[src/rtl/wp_pkg.sv]
package wp_pkg;

    typedef enum logic [2:0] {
        PS_TIGHT    = 3'b001,
        PS_LOCKED   = 3'b010,
        PS_UNLOCKED = 3'b100
    } prot_e;

    typedef enum logic [7:0] {
        OP_UNLOCK     = 8'h23,
        OP_UNLOCK_ALL = 8'h27,
        OP_LOCK       = 8'h2A,
        OP_TIGHT      = 8'h2C
    } op_e;

    localparam logic [7:0] RA_FIRST  = 8'h00;
    localparam logic [7:0] RA_LAST   = 8'h01;
    localparam logic [7:0] RA_STATUS = 8'h02;

    typedef struct packed {
        logic  act;
        prot_e val;
    } upd_t;

    function automatic logic op_known(logic [7:0] op);
        return (op == OP_UNLOCK) || (op == OP_UNLOCK_ALL) ||
               (op == OP_LOCK)   || (op == OP_TIGHT);
    endfunction

    function automatic upd_t apply_op(logic [7:0] op, prot_e cur);
        upd_t u;
        u.act = 1'b0;
        u.val = cur;
        case (op)
            OP_UNLOCK, OP_UNLOCK_ALL: if (cur != PS_TIGHT) begin
                u.act = 1'b1;
                u.val = PS_UNLOCKED;
            end
            OP_LOCK: if (cur != PS_TIGHT) begin
                u.act = 1'b1;
                u.val = PS_LOCKED;
            end
            OP_TIGHT: if (cur != PS_UNLOCKED) begin
                u.act = 1'b1;
                u.val = PS_TIGHT;
            end
            default: ;
        endcase
        return u;
    endfunction

endpackage

[src/rtl/wp_walker.sv]
module wp_walker
    import wp_pkg::*;
#(
    parameter int NUM_BLOCKS = 12,
    parameter int BW         = $clog2(NUM_BLOCKS)
) (
    input  logic          clk,
    input  logic          rst,
    input  logic          go,
    input  logic [7:0]    op_in,
    input  logic [BW-1:0] first,
    input  logic [BW-1:0] last,
    output logic          busy,
    output logic          done,
    output logic          err,
    output logic [BW-1:0] cur,
    output logic [7:0]    op_q,
    output logic          step
);
    localparam logic [BW:0]   NB    = (BW+1)'(NUM_BLOCKS);
    localparam logic [BW-1:0] LASTB = BW'(NUM_BLOCKS - 1);

    logic [BW-1:0] end_q;
    logic          out_of_range;

    assign out_of_range = ({1'b0, cur} >= NB);
    assign step         = busy && !out_of_range;

    always_ff @(posedge clk) begin
        if (rst) begin
            busy  <= 1'b0;
            done  <= 1'b0;
            err   <= 1'b0;
            cur   <= '0;
            end_q <= '0;
            op_q  <= '0;
        end else begin
            done <= 1'b0;
            if (!busy) begin
                if (go) begin
                    err  <= 1'b0;
                    op_q <= op_in;
                    if (op_in == OP_UNLOCK_ALL) begin
                        cur   <= '0;
                        end_q <= LASTB;
                        busy  <= 1'b1;
                    end else if (!op_known(op_in)) begin
                        err  <= 1'b1;
                        done <= 1'b1;
                    end else if (first > last) begin
                        done <= 1'b1;
                    end else begin
                        cur   <= first;
                        end_q <= last;
                        busy  <= 1'b1;
                    end
                end
            end else if (out_of_range) begin
                err  <= 1'b1;
                busy <= 1'b0;
                done <= 1'b1;
            end else if (cur == end_q) begin
                busy <= 1'b0;
                done <= 1'b1;
            end else begin
                cur <= cur + 1'b1;
            end
        end
    end


    busy_end_done_chk: assert property (@(posedge clk) disable iff (rst)
        $fell(busy) |-> done);


    err_rise_done_chk: assert property (@(posedge clk) disable iff (rst)
        $rose(err) |-> done);

endmodule

[src/rtl/wp_block_array.sv]
module wp_block_array
    import wp_pkg::*;
#(
    parameter int NUM_BLOCKS = 12,
    parameter int BW         = $clog2(NUM_BLOCKS)
) (
    input  logic          clk,
    input  logic          rst,
    input  logic          step,
    input  logic [BW-1:0] idx,
    input  logic [7:0]    op,
    input  logic [BW-1:0] rd_idx,
    output logic [2:0]    rd_state,
    output logic          act,
    output prot_e         new_val
);
    localparam logic [BW:0] NB = (BW+1)'(NUM_BLOCKS);

    prot_e st_q [NUM_BLOCKS];
    prot_e sel;
    upd_t  upd;

    always_comb begin
        sel      = PS_LOCKED;
        rd_state = 3'b000;
        for (int i = 0; i < NUM_BLOCKS; i++) begin
            if (idx == BW'(i))    sel      = st_q[i];
            if (rd_idx == BW'(i)) rd_state = st_q[i];
        end
    end

    assign upd     = apply_op(op, sel);
    assign act     = step && upd.act;
    assign new_val = upd.val;

    for (genvar g = 0; g < NUM_BLOCKS; g++) begin : g_blk
        always_ff @(posedge clk) begin
            if (rst)
                st_q[g] <= PS_LOCKED;
            else if (act && idx == BW'(g))
                st_q[g] <= new_val;
        end


        tight_sticky_chk: assert property (@(posedge clk) disable iff (rst)
            (st_q[g] == PS_TIGHT) |=> (st_q[g] == PS_TIGHT));
    end


    step_in_range_chk: assert property (@(posedge clk) disable iff (rst)
        step |-> ({1'b0, idx} < NB));

endmodule

[src/rtl/flash_wp_manager.sv]
module flash_wp_manager
    import wp_pkg::*;
#(
    parameter int NUM_BLOCKS = 12,
    parameter int DATA_W     = 16,
    parameter int ADDR_W     = 8
) (
    input  logic              clk,
    input  logic              rst,
    input  logic              wr_en,
    input  logic [ADDR_W-1:0] wr_addr,
    input  logic [DATA_W-1:0] wr_data,
    input  logic [ADDR_W-1:0] rd_addr,
    output logic [DATA_W-1:0] rd_data,
    input  logic              cmd_valid,
    input  logic [7:0]        cmd_op,
    output logic              busy,
    output logic              done,
    output logic              cmd_err
);
    localparam int BW = $clog2(NUM_BLOCKS);
    localparam logic [DATA_W-1:0] STATUS_RST = DATA_W'(PS_LOCKED);

    logic [BW-1:0]     first_q, last_q;
    logic [DATA_W-1:0] status_q;
    logic              go, step, act;
    logic [BW-1:0]     cur;
    logic [7:0]        op_q;
    logic [2:0]        rd_state;
    prot_e             new_val;

    assign go = cmd_valid && !busy;

    always_ff @(posedge clk) begin
        if (rst) begin
            first_q  <= '0;
            last_q   <= '0;
            status_q <= STATUS_RST;
        end else begin
            if (wr_en && wr_addr == ADDR_W'(RA_FIRST)) begin
                first_q <= wr_data[BW-1:0];
                last_q  <= wr_data[BW-1:0];
            end else if (wr_en && wr_addr == ADDR_W'(RA_LAST)) begin
                last_q <= wr_data[BW-1:0];
            end
            if (act)
                status_q <= DATA_W'(new_val);
        end
    end

    wp_walker #(.NUM_BLOCKS(NUM_BLOCKS), .BW(BW)) u_walker (
        .clk   (clk),
        .rst   (rst),
        .go    (go),
        .op_in (cmd_op),
        .first (first_q),
        .last  (last_q),
        .busy  (busy),
        .done  (done),
        .err   (cmd_err),
        .cur   (cur),
        .op_q  (op_q),
        .step  (step)
    );

    wp_block_array #(.NUM_BLOCKS(NUM_BLOCKS), .BW(BW)) u_array (
        .clk      (clk),
        .rst      (rst),
        .step     (step),
        .idx      (cur),
        .op       (op_q),
        .rd_idx   (rd_addr[BW-1:0]),
        .rd_state (rd_state),
        .act      (act),
        .new_val  (new_val)
    );

    always_comb begin
        rd_data = '0;
        if (rd_addr[ADDR_W-1]) begin
            if (rd_addr[ADDR_W-2:BW] == '0)
                rd_data = DATA_W'(rd_state);
        end else begin
            case (rd_addr)
                ADDR_W'(RA_FIRST):  rd_data = DATA_W'(first_q);
                ADDR_W'(RA_LAST):   rd_data = DATA_W'(last_q);
                ADDR_W'(RA_STATUS): rd_data = status_q;
                default:            rd_data = '0;
            endcase
        end
    end


    first_copies_last_chk: assert property (@(posedge clk) disable iff (rst)
        (wr_en && wr_addr == ADDR_W'(RA_FIRST)) |=> (last_q == $past(wr_data[BW-1:0])));

endmodule

[config.mk]
export PLATFORM = sky130hd
export DESIGN_NAME = flash_wp_manager
export DESIGN_NICKNAME = d
export VERILOG_FILES = /design/src/rtl/wp_pkg.sv /design/src/rtl/wp_walker.sv /design/src/rtl/wp_block_array.sv /design/src/rtl/flash_wp_manager.sv
export SDC_FILE = /design/constraint.sdc
export NUM_CORES = 1
export LEC_CHECK = 0
export ABC_CLOCK_PERIOD_IN_PS = 3500
export BUFFER_PORTS_ARGS = -buffer_cell sky130_fd_sc_hd__buf_2
export CAP_MARGIN = 0
export CELL_PAD_IN_SITES_DETAIL_PLACEMENT = 0
export CELL_PAD_IN_SITES_GLOBAL_PLACEMENT = 1
export CORE_MARGIN = 2
export CORE_UTILIZATION = 40
export CTS_CLUSTER_SIZE = 12
export DETAILED_ROUTE_END_ITERATION = 8
export PLACE_DENSITY = 0.7
export SLEW_MARGIN = 20
export SYNTH_ARGS = -nofsm -noshare
export SYNTH_HDL_FRONTEND = slang
export SYNTH_SLANG_ARGS = --single-unit
[constraint.sdc]
create_clock -name clk -period 3.5 [get_ports clk]
set_input_delay 0.7 -clock clk [delete_from_list [all_inputs] [get_ports clk]]
set_output_delay 0.7 -clock clk [all_outputs]
set_load 0.02 [all_outputs]
### After elaboration in Yosys (flattened, before gate mapping)

Memories as Yosys holds them, arrays and structs flattened.
Index checks and enable logic that the tools add are counted.

* register bits: 30
* output and inout bits: 19
* memories: 1
* input port bits: 44
* bits in writable memories: 36
* logic and storage cells: 215

Memories
* u_array.st_q: depth 12, bits a word 3, rd ports 12, clocked after Yosys merged registers in 0, wr ports 12, RTL line wp_block_array.sv:19 `prot_e st_q [NUM_BLOCKS];`

* bitwise gates (word level): 13
* equal/unequal tests: 41
* $lt $le $gt $ge: 2
* mux-type cells: 112
* reductions and logical operators: 36
* add/subtract/negate cells: 1

Operators with widths (number)
* $mux W3: 37
* $eq A8 B6 Y1 const B: 8
* $mux W4: 15
* $mux W1: 57
* $eq A4 B3 Y1 const B: 8
* $eq A4 B4 Y1 const B: 8
* $pmux W4 S3: 2
* $logic_and A1 B1 Y1: 17
* $eq A4 B2 Y1 const B: 4
* $eq A8 B1 Y1 const B: 2
* $logic_not A8 Y1: 2
* $mux W16: 1
* $or A1 B1 Y1: 12
* $eq A4 B1 Y1 const B: 2
* $eq A8 B2 Y1 const B: 1
* $logic_not A4 Y1: 2
* $ne A2 B2 Y1 const B: 3
* $ne A3 B1 Y1 const B: 2
* $reduce_bool A2 Y1: 3
* $reduce_and A5 Y1: 1
* $add A4 B1 Y4 const B: 1
* $eq A4 B4 Y1: 1
* $ge A4 B4 Y1 const B: 1
* $gt A4 B4 Y1: 1
* 10 further kinds: 14

### Longest topological paths before layout

Gate-level depths: netlist (run 1).

* word-level depth: 22
* gate-level depth with buffers: 13
* mapped depth without buffers: 9

### By module

From an unflattened synthesis (run 1), not the netlist that was laid out.

* cells, all modules: 475
* area total of the unflattened synthesis: 4420.5 sq um

Modules (own cells, without submodules)
* wp_block_array: area an instance 2652.5 sq um, cells an instance 268, times used 1, seq. area each 1081.0 sq um
* wp_walker: area an instance 1066.0 sq um, cells an instance 128, times used 1, seq. area each 380.4 sq um
* flash_wp_manager: area an instance 701.9 sq um, cells an instance 79, times used 1, seq. area each 220.2 sq um

### Least setup slack after synthesis (run 1)

No wires, ideal clock.

* path type: in2out
* start: input port rd_addr[0]
* end: output port rd_data[1]
* setup slack: 0.377 ns
* buffers on the path: 2
* stages: 7
* data arrival time: 2.423 ns
* required time: 2.800 ns
* path through: clkbuf_1 -> clkbuf_1 -> mux2i_1 -> o21a_1 -> o21ai_0 -> o21ai_0 -> o32ai_1

* word-level cells in the longest chain between the ends: 15
* elaborated cells between the ends (all ways): 30
* classes of those cells: eq/ne: 13; mux: 15; reduce/logical: 2

Ends and longest elaborated chain
* from (decl): RTL line flash_wp_manager.sv:13 `input logic [ADDR_W-1:0] rd_addr,`
* $logic_not A4 Y1: RTL line wp_block_array.sv:28 `if (rd_idx == BW'(i)) rd_state = st_q[i];`
* $mux W3 (12 in a row): RTL line wp_block_array.sv:28
* $mux W3: RTL line flash_wp_manager.sv:81 `if (rd_addr[ADDR_W-2:BW] == '0)`
* $mux W16 *: RTL line flash_wp_manager.sv:80 `if (rd_addr[ADDR_W-1]) begin`
* to (decl): RTL line flash_wp_manager.sv:14 `output logic [DATA_W-1:0] rd_data,`

Every way passes the cells marked *; elsewhere a longest branch is shown, timed or not.

==> results of run 1 <==
what timing repair did:
action / 4_1_cts / 5_1_grt
resized for setup: 1 / 9
pin swaps: 0 / 0
buffers inserted: 0 / 0
gates cloned: 0 / 0
setup endpoints to repair: 15 / 39
worst max-delay path by stage:
stage,from,endpoint,cells after the start
floorplan,rd_addr[0],rd_data[1],7
global placement,u_walker.cur[0]$_SDFFE_PP0P_,u_array.st_q[0][2]$_SDFFCE_PN0P_,10
detailed placement,u_walker.cur[0]$_SDFFE_PP0P_,u_array.st_q[0][5]$_SDFFCE_PN0P_,10
CTS,u_walker.cur[1]$_SDFFE_PP0P_,u_array.st_q[0][5]$_SDFFCE_PN0P_,11
global route,u_walker.cur[1]$_SDFFE_PP0P_,u_array.st_q[2][2]$_SDFFCE_PN0P_,11
finish,u_walker.cur[1]$_SDFFE_PP0P_,u_array.st_q[1][0]$_SDFFCE_PN0P_,11
where the power goes:
group          switching, mW  leakage (nW)  internal [mW]
logic                 0.0968          1.07         0.0574
clock network          0.291        0.0944          0.314
registers             0.0128         0.573          0.831
total                  0.401          1.74           1.20
state kept, by name, summed over array words and instances, names as in the netlist:
name,count
u_array.st_q,36
u_walker.op_q,8
first_q,4
last_q,4
u_walker.cur,4
u_walker.end_q,4
status_q,3
u_walker.busy,1
u_walker.done,1
u_walker.err,1
per-stage QoR:
stage          setup slack (ps)  cells
2_1_floorplan             377.2    496
3_3_place_gp              77.52    663
3_5_place_dp             -40.10    663
4_1_cts                   14.75    678
5_1_grt                   116.4    678
6_report                  279.3    678
routing by layer:
layer	GRT usage	up-vias	wire length [um]
li1	-	1850	-
met1	0.2808	1770	5388
met2	0.3158	93	5205
met3	0.05063	14	729
met4	0.07418	0	182
met5	0	-	0
area by class of cell:
cell class	count	area, um^2
Clock inverter	2	10.01
Clock buffer	13	170.2
Timing Repair Buffer	73	465.4
Fill cell	1053	5734
Inverter	16	60.06
Tap cell	140	175.2
Multi-Input combinational cell	368	2401
Sequential cell	66	1682
kinds of logic after synthesis:
| group | Yosys count | share of synthesized area |
|---|---|---|
| buf+inv | 62 | 0.07982 |
| fa+ha+maj | 8 | 0.02306 |
| mux | 25 | 0.06772 |
| simple gates | 199 | 0.2490 |
| other cells | 1 | 0.0008637 |
| xor+xnor | 4 | 0.008068 |
| flops | 66 | 0.3873 |
| compound gates | 120 | 0.1842 |
worst max-delay path, stage by stage, from the launching register on:
cell and delay [ps]:
dfxtp_1 370, buf_4 140, ha_2 290, buf_4 200
a21oi_1 40, o21ai_0 170, o2111ai_1 210, a32o_1 350
and4_4 200, or3_4 430, buf_4 210, o21ai_1 290
cells in the final DEF, fill, tap and decap left out, drive strengths merged, types with 17 or more instances in the layout:
cell     n
nand2   57
nor2    32
nor3    28
dfxtp   30
nand3   22
o21ai   28
a21oi   32
nor2b   21
buf     73
edfxtp  36
mux2i   17
==> impl_metrics.sql, run 1 <==
INSERT INTO impl_metrics (metric_group, metric, value, unit) VALUES
('sta', 'transition_at_the_pin_with_the_smallest_max_transition_slack', '600.2', 'ps'),
('min_path', 'holdCritStartpoint', 'u_walker.op_q[5]$_SDFFE_PP0P_', ''),
('yosys', 'yosys-top-cells-area', 'edfxtp_1 (25%), dfxtp_1 (14%), nand2_1 (4.9%), mux2i_1 (3.9%), a21oi_1 (3.7%)', ''),
('floorplan', 'boundaryPins', '63', ''),
('floorplan', 'fp.dieW', '108.2', 'um'),
('min_path', 'hold_class', 'register to register', ''),
('final_layout', 'finish.utilization', '0.4640', ''),
('yosys', 'synth-edff-count', '36', ''),
('routing', 'drc', '0', ''),
('critical_path', 'worst_r2r_startpoint', 'u_walker.cur[1]$_SDFFE_PP0P_', ''),
('pwr', 'totalPowerFinal', '1.603', 'mW'),
('critical_path', 'worst_ep_arrival_time', '3250', 'ps'),
('sta', 'maxSlewViolCount', '0', ''),
('clock_tree', 'cts.path.max_buffers', '2', ''),
('clock_tree', 'cts_tree', 'yes', ''),
('sta', 'hold_ws', '453.8', 'ps'),
('pwr', 'pleak', '1.741', 'nW'),
('global_routing', 'grt_usage', '0.2054', ''),
('clock_tree', 'htree_levels', '3', ''),
('floorplan', 'height_of_the_die', '108.2', 'um'),
('critical_path', 'worst-setup-path-type', 'register to register', ''),
('critical_path', 'required', '3530', 'ps'),
('critical_path', 'timing.critical_path.to_type', 'register', ''),
('clock_tree', 'inserted_clock_buffers', '9', ''),
('floorplan', 'die-area', '11700', 'um^2'),
('yosys', 'netlist_top_cells_count', 'nand2_1 (57), edfxtp_1 (36), a21oi_1 (32), nor2_1 (32), dfxtp_1 (30)', ''),
('routing', 'detail_route.first_pass.iterations', '4', ''),
('pwr', 'vdd_ir_drop_max', '0.0001815', 'V'),
('global_routing', 'grt_pass1_vias', '3513', ''),
('critical_path', 'timing.rr.end', 'u_array.st_q[1][0]$_SDFFCE_PN0P_', ''),
('routing', 'route.antenna.remaining_nets', '0', ''),
('sta', 'worst_clock_skew', '11.55', 'ps'),
('final_layout', 'drive_gt1_frac', '0.2379', ''),
('min_path', 'hold_path_depth', '2', ''),
('yosys', 'synth-seq-cells', '66', ''),
('yosys', 'ys.flop_type', 'edfxtp_1', ''),
('yosys', 'synth.distinct_cells', '68', ''),
('critical_path', 'worst-path-max-fanout', '12', ''),
('clock_tree', 'worstSkewPairLatency', '360', 'ps'),
('sta', 'final-hold-violation-count', '0', ''),
('placed_design', 'detailed_place_hpwl', '8750', 'um'),
('routing', 'routed-via-count', '3727', ''),
('yosys', 'ys_seq_area_frac', '0.3873', ''),
('sta', 'tns', '0', 'ps'),
('sta', 'max_freq', '0.3105', 'GHz'),
('placed_design', 'portBuffers', '38', ''),
('yosys', 'synthArstFlopShare', '0', ''),
('floorplan', 'start_util', '0.4058', ''),
('yosys', 'syn-cell-area', '4342', 'um^2'),
('clock_tree', 'clock_sinks', '66', ''),
('sta', 'grt_setup_unrepaired', 'false', ''),
('flow_run', 'maxCapViolations', '0', ''),
('pwr', 'p_per_area', '322.9', 'nW/um^2'),
('critical_path', 'worst-r2r-setup-slack', '280', 'ps'),
('min_path', 'holdPathEnd', 'u_walker.op_q[5]$_SDFFE_PP0P_', ''),
('placed_design', 'gp_routability_congestion', '0.8772', ''),
('status', 'outcome', 'finished, final reports clean', ''),
('final_layout', 'syn2layout_area_growth', '14.32', '%'),
('clock_tree', 'cts.root.buffer_cell', 'clkbuf_8', ''),
('routing', 'routedWlPerCell', '16.97', 'um'),
('routing', 'routed_via_count_divided_by_cell_count', '5.497', ''),
('routing', 'dr.first_iter.drc_count', '219', ''),
('yosys', 'post_synth_inst_count', '485', ''),
('final_layout', 'num-nets-final', '586', ''),
('sta', 'layout_worst_path_cycle_share', '0.9202', ''),
('sta', 'finalSetupViolCount', '0', ''),
('clock_tree', 'worst_setup_hold_path_clk_slew', '70', 'ps'),
('critical_path', 'reg2regPathDepth', '11', ''),
('yosys', 'ys.warnings.count', '0', ''),
('global_routing', 'largest_net_degree_at_the_start_of_global_routing', '35', ''),
('floorplan', 'floorplan.rows', '38', '');
Note: power is estimated with default switching activity, not from simulation.
==> run 2, diff against run 1 <==
--- a/config.mk
+++ b/config.mk
@@ -5,7 +5,7 @@
 export SDC_FILE = /design/constraint.sdc
 export NUM_CORES = 1
 export LEC_CHECK = 0
-export ABC_CLOCK_PERIOD_IN_PS = 3500
+export ABC_CLOCK_PERIOD_IN_PS = 4100
 export BUFFER_PORTS_ARGS = -buffer_cell sky130_fd_sc_hd__buf_2
 export CAP_MARGIN = 0
 export CELL_PAD_IN_SITES_DETAIL_PLACEMENT = 0
@@ -19,3 +19,4 @@
 export SYNTH_ARGS = -nofsm -noshare
 export SYNTH_HDL_FRONTEND = slang
 export SYNTH_SLANG_ARGS = --single-unit
+export TNS_END_PERCENT = 5
==> constraint.sdc (replaced) <==
create_clock -name clk -period 4.1 [get_ports clk]
set_input_delay 0.82 -clock clk [delete_from_list [all_inputs] [get_ports clk]]
set_output_delay 0.82 -clock clk [all_outputs]
set_load 0.02 [all_outputs]
==> run 2 against run 1 <==
  * Power down 15%
  * Critical path depth down 1
  * Fmax down 11%
  * Wire length down 1.5%
  * Combinational power down 18%
  * Die area unchanged
  * Design area down 3.4%
  * Global-route usage down 0.064 points
  * Sequential share of layout area up 1.2 points
  * Critical path type unchanged
==> impl_metrics.sql, run 2 (synthesized netlist as in run 1, its figures left out) <==
INSERT INTO impl_metrics (metric_group, metric, value, unit) VALUES
('pwr', 'pleak', '1.644', 'nW'),
('floorplan', 'core_area', '10700', 'um^2'),
('sta', 'layout_worst_path_cycle_share', '0.8788', ''),
('clock_tree', 'htree_levels', '3', ''),
('sta', 'post-route-worst-setup-slack', '497.0', 'ps'),
('global_routing', 'grt_usage', '0.2047', ''),
('routing', 'dr.first_iter.drc_count', '323', ''),
('sta', 'tns', '0', 'ps'),
('floorplan', 'die-area', '11700', 'um^2'),
('global_routing', 'grt_remaining_overflow', '0', ''),
('routing', 'routed-via-count', '3745', ''),
('routing', 'drc', '0', ''),
('critical_path', 'cp_cell_sequence', 'inv_1 > ha_1 > or2_4 > o311ai_2 > o211ai_1 > and2_1 > nor4b_2 > or3_1 > buf_12 > o31ai_1', ''),
('critical_path', 'worst-path-max-fanout', '25', ''),
('final_layout', 'syn2layout_area_growth', '10.46', '%'),
('pwr', 'vdd_ir_drop_max', '0.0001750', 'V'),
('routing', 'route.antenna.remaining_nets', '0', ''),
('placed_design', 'post-place-ws', '552.3', 'ps'),
('final_layout', 'layout_common_cells', 'nand2_1 (57), buf_2 (38), edfxtp_1 (36)', ''),
('clock_tree', 'cts_post_setup_buffers_inserted', '0', ''),
('final_layout', 'num-nets-final', '566', ''),
('floorplan', 'height_of_the_die', '108.2', 'um'),
('routing', 'routed_via_count_divided_by_cell_count', '5.683', ''),
('clock_tree', 'inserted_clock_buffers', '9', ''),
('routing', 'routedWlPerCell', '17.20', 'um'),
('floorplan', 'fp.dieW', '108.2', 'um'),
('sta', 'max_freq', '0.2775', 'GHz'),
('final_layout', 'drive_gt1_frac', '0.1927', ''),
('final_layout', 'leading_cell_type_in_the_layout_fill_and_taps_excluded', 'nand2_1', ''),
('clock_tree', 'cts_hold_buffers', '0', ''),
('min_path', 'hold_class', 'register to register', ''),
('sta', 'finalSetupViolCount', '0', ''),
('clock_tree', 'worst_setup_hold_path_clk_slew', '80', 'ps'),
('final_layout', 'largest_reg_flops', '36', ''),
('global_routing', 'grt_pass1_wl', '18450', 'um'),
('flow_run', 'maxCapViolations', '0', ''),
('global_routing', 'largest_net_degree_at_the_start_of_global_routing', '35', ''),
('placed_design', 'dpl-instance-area', '4608', 'um^2'),
('pwr', 'totalPowerFinal', '1.370', 'mW'),
('final_layout', 'num_antenna_cells', '0', ''),
('critical_path', 'worst-setup-path-type', 'register to register', ''),
('floorplan', 'floorplan.rows', '38', ''),
('placed_design', 'detailed_place_hpwl', '8315', 'um'),
('sta', 'maxSlewViolCount', '0', ''),
('sta', 'transition_at_the_pin_with_the_smallest_max_transition_slack', '702.3', 'ps'),
('clock_tree', 'cts_tree', 'yes', ''),
('global_routing', 'antenna_found_initial', '0', ''),
('sta', 'timing.slew.headroom', '0.5318', ''),
('routing', 'detail_route.first_pass.iterations', '5', ''),
('placed_design', 'portBuffers', '38', ''),
('sta', 'timing.final.crit_period', '3603', 'ps'),
('final_layout', 'fillCellCount', '1064', ''),
('final_layout', 'finish.utilization', '0.4483', ''),
('sta', 'worst_clock_skew', '16.36', 'ps'),
('sta', 'final-hold-violation-count', '0', ''),
('floorplan', 'start_util', '0.4058', ''),
('routing', 'postRouteWirelength', '11340', 'um'),
('sta', 'grt_setup_unrepaired', 'false', ''),
('clock_tree', 'cts.path.max_buffers', '2', ''),
('final_layout', 'largest_registers', 'u_array.st_q: 36 flops, u_walker.op_q: 8 flops', ''),
('critical_path', 'critical-path-top-delay-family', 'simple AND/OR/NAND/NOR gates', ''),
('status', 'outcome', 'finished, final reports clean', ''),
('critical_path', 'timing.critical_path.to_type', 'register', ''),
('critical_path', 'worst_ep_arrival_time', '3610', 'ps'),
('final_layout', 'layout.cell_area.non_filler', '4796', 'um^2'),
('global_routing', 'grt_pass1_vias', '3715', ''),
('critical_path', 'critical_path.max_stage_delay', '480', 'ps'),
('floorplan', 'boundaryPins', '63', ''),
('critical_path', 'timing.critical_path.buf_inv', '2', ''),
('clock_tree', 'clock_sinks', '66', ''),
('clock_tree', 'cts_resized', '0', ''),
('final_layout', 'most_flops_register', 'u_array.st_q', ''),
('critical_path', 'required', '4100', 'ps'),
('pwr', 'p_per_area', '285.6', 'nW/um^2'),
('placed_design', 'gp_routability_congestion', '0.8277', ''),
('critical_path', 'worstSetupStartpointType', 'register', ''),
('clock_tree', 'worstSkewPairLatency', '360', 'ps'),
('critical_path', 'cp_slowest_cell', 'dfxtp_1', ''),
('clock_tree', 'cts.root.buffer_cell', 'clkbuf_8', '');
## run 2: area by class of cell
type | instances | area [um^2] | share of cell area
Clock buffer | 11 | 152.6 | 0.03183
Clock inverter | 5 | 35.03 | 0.007305
Inverter | 16 | 60.06 | 0.01252
Multi-Input combinational cell | 368 | 2364 | 0.4928
Sequential cell | 66 | 1682 | 0.3506
Tap cell | 140 | 175.2 | 0.03652
Timing Repair Buffer | 53 | 327.8 | 0.06835
## run 2: path summary, 6_finish.rpt
path	start	end	slack (ps)	cells after the start
max	u_walker.cur[0]$_SDFFE_PP0P_	u_array.st_q[5][3]$_SDFFCE_PN0P_	500	10
min	u_walker.op_q[5]$_SDFFE_PP0P_	u_walker.op_q[5]$_SDFFE_PP0P_	460	2
max reg2reg	u_walker.cur[0]$_SDFFE_PP0P_	u_array.st_q[5][3]$_SDFFCE_PN0P_	500	10
min reg2reg	u_walker.op_q[5]$_SDFFE_PP0P_	u_walker.op_q[5]$_SDFFE_PP0P_	460	2
## run 2: metrics by stage
| stage | cells | hold slack (ps) |
|---|---|---|
| after global placement | 643 | 441.6 |
| after detailed placement | 643 | 448.3 |
| after CTS | 659 | 460.3 |
| final | 659 | 457.6 |
| after floorplan | 496 | 431.4 |
| after global routing | 659 | 478.1 |
## run 2: worst reg2reg max path: stages (launching register included)
cell      delay [ps]
dfxtp_1          480
inv_1            100
ha_1             400
or2_4            330
o311ai_2         280
o211ai_1         210
and2_1           280
nor4b_2          210
or3_1            370
buf_12           190
o31ai_1          390
## run 2: metal layers
metal,share of wire,vias up,track usage
met1,0.48,1804,0.2799
li1,-,1811,-
met3,0.054,18,0.03797
met4,0.021,0,0.08242
met2,0.45,112,0.3199
met5,0,-,0
## run 2: report_power, final
part	internal, mW	leakage [nW]	switching [mW]	total [mW]
combinational	0.0450	0.972	0.0816	0.127
sequential	0.709	0.573	0.0110	0.720
clock	0.258	0.0993	0.265	0.523
total	1.01	1.64	0.357	1.37
